## src/rtl/rombar_pkg.sv

```systemverilog
package rombar_pkg;
  localparam int unsigned REG_W   = 32;
  localparam int unsigned N_BYTES = REG_W / 8;
  localparam int unsigned MIN_LG  = 12;
  localparam int unsigned MAX_LG  = 24;

  // Mask of base bits the host may write, given the setup word.
  function automatic logic [REG_W-1:0] host_wr_mask(input logic [REG_W-1:0] setup,
                                                    input int unsigned lo,
                                                    input int unsigned hi);
    logic [REG_W-1:0] m;
    m = '0;
    if (setup[hi]) begin
      m[0] = 1'b1;
      for (int unsigned i = lo; i < hi; i++) m[i] = setup[i];
      for (int unsigned i = hi; i < REG_W; i++) m[i] = 1'b1;
    end
    return m;
  endfunction

  // Merge enabled bytes of a write into an old word.
  function automatic logic [REG_W-1:0] lane_merge(input logic [REG_W-1:0] old_v,
                                                  input logic [REG_W-1:0] new_v,
                                                  input logic [N_BYTES-1:0] be);
    logic [REG_W-1:0] r;
    for (int unsigned b = 0; b < N_BYTES; b++)
      r[b*8 +: 8] = be[b] ? new_v[b*8 +: 8] : old_v[b*8 +: 8];
    return r;
  endfunction
endpackage

```

## src/rtl/rombar_setup_reg.sv

```systemverilog
module rombar_setup_reg
  import rombar_pkg::*;
#(
  parameter int unsigned W  = REG_W,
  localparam int unsigned NB = W / 8
) (
  input  logic          clk,
  input  logic          rst_n,
  input  logic          we,
  input  logic [NB-1:0] be,
  input  logic [W-1:0]  wdata,
  output logic [W-1:0]  setup_nxt,
  output logic [W-1:0]  setup_q
);
  for (genvar b = 0; b < NB; b++) begin : g_lane
    assign setup_nxt[b*8 +: 8] = (we && be[b]) ? wdata[b*8 +: 8] : setup_q[b*8 +: 8];
  end

  always_ff @(posedge clk) begin
    if (!rst_n) setup_q <= '0;
    else        setup_q <= setup_nxt;
  end
endmodule

```

## src/rtl/rombar_base_reg.sv

```systemverilog
module rombar_base_reg
  import rombar_pkg::*;
#(
  parameter int unsigned W  = REG_W,
  parameter int unsigned LO = MIN_LG,
  parameter int unsigned HI = MAX_LG,
  localparam int unsigned NB = W / 8
) (
  input  logic          clk,
  input  logic          rst_n,
  input  logic          we,
  input  logic [NB-1:0] be,
  input  logic [W-1:0]  wdata,
  input  logic [W-1:0]  setup_nxt,
  output logic [W-1:0]  mask_nxt,
  output logic [W-1:0]  base_q
);
  logic [W-1:0] merged;

  assign mask_nxt = host_wr_mask(setup_nxt, LO, HI);
  assign merged   = we ? lane_merge(base_q, wdata, be) : base_q;

  // Masking with the next setup value clears newly read-only bits on the same edge.
  always_ff @(posedge clk) begin
    if (!rst_n) base_q <= '0;
    else        base_q <= merged & mask_nxt;
  end
endmodule

```

## src/rtl/rombar_decode.sv

```systemverilog
module rombar_decode
  import rombar_pkg::*;
#(
  parameter int unsigned W  = REG_W,
  parameter int unsigned LO = MIN_LG,
  parameter int unsigned HI = MAX_LG
) (
  input  logic [W-1:0] base_q,
  input  logic [W-1:0] setup_q,
  input  logic         mem_en,
  input  logic [W-1:0] addr,
  output logic         addr_match,
  output logic         hit
);
  logic [W-1:0] cmp_mask;
  logic [W-1:0] diff;

  assign cmp_mask   = host_wr_mask(setup_q, LO, HI) & ~((W'(1) << LO) - W'(1));
  assign diff       = (addr ^ base_q) & cmp_mask;
  assign addr_match = (diff == '0);
  assign hit        = setup_q[HI] & base_q[0] & mem_en & addr_match;
endmodule

```

## src/rtl/rom_window_bar.sv

```systemverilog
module rom_window_bar
  import rombar_pkg::*;
#(
  parameter int unsigned W  = REG_W,
  parameter int unsigned LO = MIN_LG,
  parameter int unsigned HI = MAX_LG,
  localparam int unsigned NB = W / 8
) (
  input  logic          clk,
  input  logic          rst_n,
  input  logic          setup_we,
  input  logic [NB-1:0] setup_be,
  input  logic [W-1:0]  setup_wdata,
  output logic [W-1:0]  setup_rdata,
  input  logic          bar_we,
  input  logic [NB-1:0] bar_be,
  input  logic [W-1:0]  bar_wdata,
  output logic [W-1:0]  bar_rdata,
  input  logic          mem_en,
  input  logic [W-1:0]  addr,
  output logic          rom_hit
);
  logic [W-1:0] setup_nxt;
  logic [W-1:0] setup_q;
  logic [W-1:0] mask_nxt;
  logic [W-1:0] base_q;
  logic         addr_match;

  rombar_setup_reg #(.W(W)) u_setup (
    .clk(clk), .rst_n(rst_n), .we(setup_we), .be(setup_be), .wdata(setup_wdata),
    .setup_nxt(setup_nxt), .setup_q(setup_q)
  );

  rombar_base_reg #(.W(W), .LO(LO), .HI(HI)) u_base (
    .clk(clk), .rst_n(rst_n), .we(bar_we), .be(bar_be), .wdata(bar_wdata),
    .setup_nxt(setup_nxt), .mask_nxt(mask_nxt), .base_q(base_q)
  );

  rombar_decode #(.W(W), .LO(LO), .HI(HI)) u_dec (
    .base_q(base_q), .setup_q(setup_q), .mem_en(mem_en), .addr(addr),
    .addr_match(addr_match), .hit(rom_hit)
  );

  assign setup_rdata = setup_q;
  assign bar_rdata   = base_q;
endmodule

```

## config.mk

```make
export PLATFORM = sky130hd
export DESIGN_NAME = rom_window_bar
export DESIGN_NICKNAME = d
export VERILOG_FILES = /design/src/rtl/rombar_pkg.sv /design/src/rtl/rombar_setup_reg.sv /design/src/rtl/rombar_base_reg.sv /design/src/rtl/rombar_decode.sv /design/src/rtl/rom_window_bar.sv
export SDC_FILE = /design/constraint.sdc
export NUM_CORES = 1
export LEC_CHECK = 0
export ABC_CLOCK_PERIOD_IN_PS = 1900
export BUFFER_PORTS_ARGS = -buffer_cell sky130_fd_sc_hd__buf_2
export CORE_MARGIN = 5
export CORE_UTILIZATION = 40
export DETAILED_ROUTE_END_ITERATION = 8
export PLACE_DENSITY = 0.81
export RECOVER_POWER = 25
export SETUP_SLACK_MARGIN = 0.02
export SYNTH_ARGS = -nofsm -noshare
export SYNTH_HDL_FRONTEND = slang
export SYNTH_SLANG_ARGS = --single-unit
```

## constraint.sdc

```tcl
create_clock -name clk -period 1.9 [get_ports clk]
set_input_delay 0.38 -clock clk [delete_from_list [all_inputs] [get_ports clk]]
set_output_delay 0.38 -clock clk [all_outputs]
set_load 0.1 [all_outputs]
```

==> results.json <==
{
  "grt_pass1_vias": 2166,
  "status": "finished, violations left",
  "synthTopCellsByArea": "dfxtp_1 44%, mux2i_1 9.9%, nand3_1 6.2%",
  "p_comb_share_pct": 25.9,
  "worstSetupStartpointType": "flop",
  "initial_utilization_pct": 41.1,
  "setup_viol": 1,
  "p_sw_mw": 0.873,
  "dp_hpwl_mm": 5.32,
  "hold-worst-slack_ns": 0.327,
  "clk_latency_ns": 0.30,
  "crit_start": "u_base.base_q[12]$_SDFF_PN0_",
  "cts_hold_buf": 0,
  "rsz0062_at_grt": "true",
  "grtUsageTotal_pct": 16.9,
  "vias": 2220,
  "port_buffers": 139,
  "seq_power_share_pct": 45.2,
  "p_total_mw": 2.53,
  "post-route-min-period_ns": 2.16,
  "synth_flop_cell": "dfxtp_1",
  "hold_class": "input port to flop",
  "post_cts_buffers": 0,
  "synthTopCellsByCount": "53 x dfxtp_1, 33 x nand2_1, 30 x nand3_1, 24 x mux2i_1, 19 x a21boi_0",
  "tightest_slew_ns": 0.545,
  "rows": 28,
  "numCtsBuffers": 5,
  "clkPwrFrac_pct": 28.9,
  "n_antenna_cell": 0,
  "yosys_warnings": 0,
  "drtAntennaViolNets": 0,
  "sw_frac_of_total_pct": 34.5,
  "critPathMaxFanout": 3,
  "fin_cells": 463,
  "reg2reg_to": "u_base.base_q[19]$_SDFF_PN0_",
  "power.leakage_nw": 1.64,
  "synth.ff_latch_count": 53,
  "max_cap_violations": 0,
  "gp_congestion": 0.804,
  "areaGrowthSynthToFinish_pct": 37.6,
  "fp.dieH_um": 87.8,
  "worst_slack_ns": -0.258,
  "rr_startpoint": "u_setup.setup_q[24]$_SDFF_PN0_",
  "pin_count": 174,
  "dieArea_mm2": 0.00771,
  "ctsHtreeMaxLevel": 2,
  "cp.required_ns": 1.52,
  "clock-sinks": 53,
  "nets": 496,
  "via_per_inst": 4.79,
  "worstRegToRegCells": 3,
  "violations": "negative setup slack",
  "ys_types": 28,
  "grt_pass1_wl_mm": 10.1,
  "power_density_mw_per_mm2": 760,
  "netlist_instances": 251,
  "syn_area_per_cell_um2": 9.64,
  "tritoncts": "done",
  "cts_root_buf": "clkbuf_8",
  "max-vdd-ir-drop_mv": 0.460,
  "hold_depth": 3,
  "cp-endpoint": "rom_hit",
  "cts_buffer_depth": 2,
  "finClkSkew_ns": 0.00562,
  "finalCritPeriodShare_pct": 114,
  "yosysMostFrequentCell": "dfxtp_1",
  "layout-drive-gt1-share_pct": 49.5,
  "max_slew_margin_pct": 63.7,
  "fmaxAchievable_mhz": 463,
  "clkTransAtPathRegs_ns": 0.09,
  "dpl_cell_area_mm2": 0.00323,
  "first_pass_iters": 4,
  "hold_viol_final": 0,
  "slew_violations": 0,
  "grt_max_degree": 24,
  "synth_largest_area_cell": "dfxtp_1",
  "die_w_um": 87.8,
  "arrival_ns": 1.78,
  "r2r_slack_ns": 0.76,
  "detail_route.iter0.violations": 73,
  "drc_errors": 0,
  "path_class": "flop to primary output",
  "netlist_area_mm2": 0.00242,
  "grt_overflow_total": 0,
  "synth-edff-count": 0,
  "p_int_mw": 1.66,
  "antenna_found_initial": 0,
  "placedCellCount": 455,
  "core_mm2": 0.00589,
  "wl_per_cell_um": 14.4,
  "wirelength_mm": 6.65,
  "synth_top_area_share_pct": 43.8,
  "design_area_mm2": 0.00333,
  "end_kind": "primary output",
  "ys_async_sr_fraction_pct": 0,
  "synth_seq_area_share_pct": 43.8
}
[sequential cells by signal, summed over array words and instances, names as in the netlist]
register,cells
u_base.base_q,21
u_setup.setup_q,32
[cells in the final DEF, fill, tap and decap left out]
| cell | instances |
|---|---|
| a211o_1 | 1 |
| a21boi_0 | 19 |
| buf_2 | 137 |
| inv_1 | 1 |
| a22o_1 | 2 |
| clkbuf_1 | 4 |
| dfxtp_4 | 19 |
| buf_12 | 1 |
| and4_4 | 1 |
| buf_4 | 1 |
| nor3_2 | 11 |
| nand2_4 | 1 |
| conb_1 | 11 |
| mux2_4 | 1 |
| nor2b_1 | 12 |
| a221oi_2 | 2 |
| dfxtp_1 | 24 |
| a21oi_1 | 9 |
| mux2i_1 | 24 |
| dfxtp_2 | 10 |
| xor2_1 | 13 |
| xnor2_1 | 7 |
| nor3_1 | 2 |
| clkbuf_16 | 1 |
| nand2_8 | 1 |
| nand3_1 | 30 |
| nand4_1 | 1 |
| a222oi_1 | 1 |
| nand2_1 | 35 |
| clkbuf_8 | 6 |
[metal layers]
| layer | GRT usage, % | vias to the layer above | routed length (um) |
|---|---|---|---|
| met5 | 0 | - | 0 |
| met4 | 5.86 | 0 | 97 |
| met3 | 3.39 | 6 | 536 |
| met2 | 29.5 | 88 | 3280 |
| met1 | 20.8 | 1014 | 2740 |
| li1 | - | 1112 | - |
[area by class of cell]
| type | count | area (um^2) |
|---|---|---|
| sequential | 53 | 1140 |
| fill | 536 | 2560 |
| inverter | 1 | 3.75 |
| tap | 75 | 93.8 |
| clock buffer | 8 | 111 |
| timing repair buffer | 142 | 724 |
| multi-input combinational | 184 | 1250 |
[worst max-delay path, cell delays in order, from the launching register on]
cell	delay, ns
dfxtp_4	0.36
xor2_1	0.16
a211o_1	0.33
nor3_2	0.18
and4_4	0.27
buf_12	0.17
[repair_timing]
item | 4_1_cts | 5_1_grt
pin swaps | 0 | 0
resized for setup | 1 | 0
setup endpoints to repair | 1 | 1
[worst min-delay path by stage]
stage | slack (ns) | to | start
finish | 0.33 | u_setup.setup_q[0]$_SDFFE_PN0P_ | setup_wdata[0]
global placement | 0.45 | u_setup.setup_q[5]$_SDFFE_PN0P_ | u_setup.setup_q[5]$_SDFFE_PN0P_
detailed placement | 0.45 | u_setup.setup_q[10]$_SDFFE_PN0N_ | u_setup.setup_q[10]$_SDFFE_PN0N_
global route | 0.32 | u_setup.setup_q[0]$_SDFFE_PN0P_ | setup_wdata[0]
floorplan | 0.52 | u_base.base_q[30]$_SDFF_PN0_ | bar_wdata[30]
CTS | 0.31 | u_base.base_q[30]$_SDFF_PN0_ | bar_wdata[30]
[through the flow]
step / setup TNS (ns) / setup slack, ns / utilization (%)
4_1_cts: -0.267 / -0.267 / 56.8
3_5_place_dp: -0.150 / -0.150 / 54.8
3_3_place_gp: -0.127 / -0.127 / 54.8
6_report: -0.258 / -0.258 / 56.6
5_1_grt: -0.313 / -0.313 / 56.6
2_1_floorplan: 0 / 0.0326 / -
[cell families (layout without fill, tap and decap cells)]
group / Yosys count / after routing / synth area share, %
compound gates: 34 / 34 / 9.98
xor+xnor: 20 / 20 / 7.24
buf+inv: 24 / 151 / 6.62
flops: 53 / 53 / 43.8
mux: 25 / 25 / 10.5
other cells: 1 / 11 / 0.155
simple gates: 94 / 94 / 21.6
[power groups by stage]
stage / sequential (mW) / combinational (mW) / clock, mW
after global placement: 1.17 / 0.655 / 0
final: 1.14 / 0.656 / 0.730
after detailed placement: 1.17 / 0.660 / 0
after floorplan: 1.42 / 0.272 / 0
after CTS: 1.14 / 0.661 / 0.753
after global routing: 1.15 / 0.691 / 0.797
(Power assumes the default switching activity.)
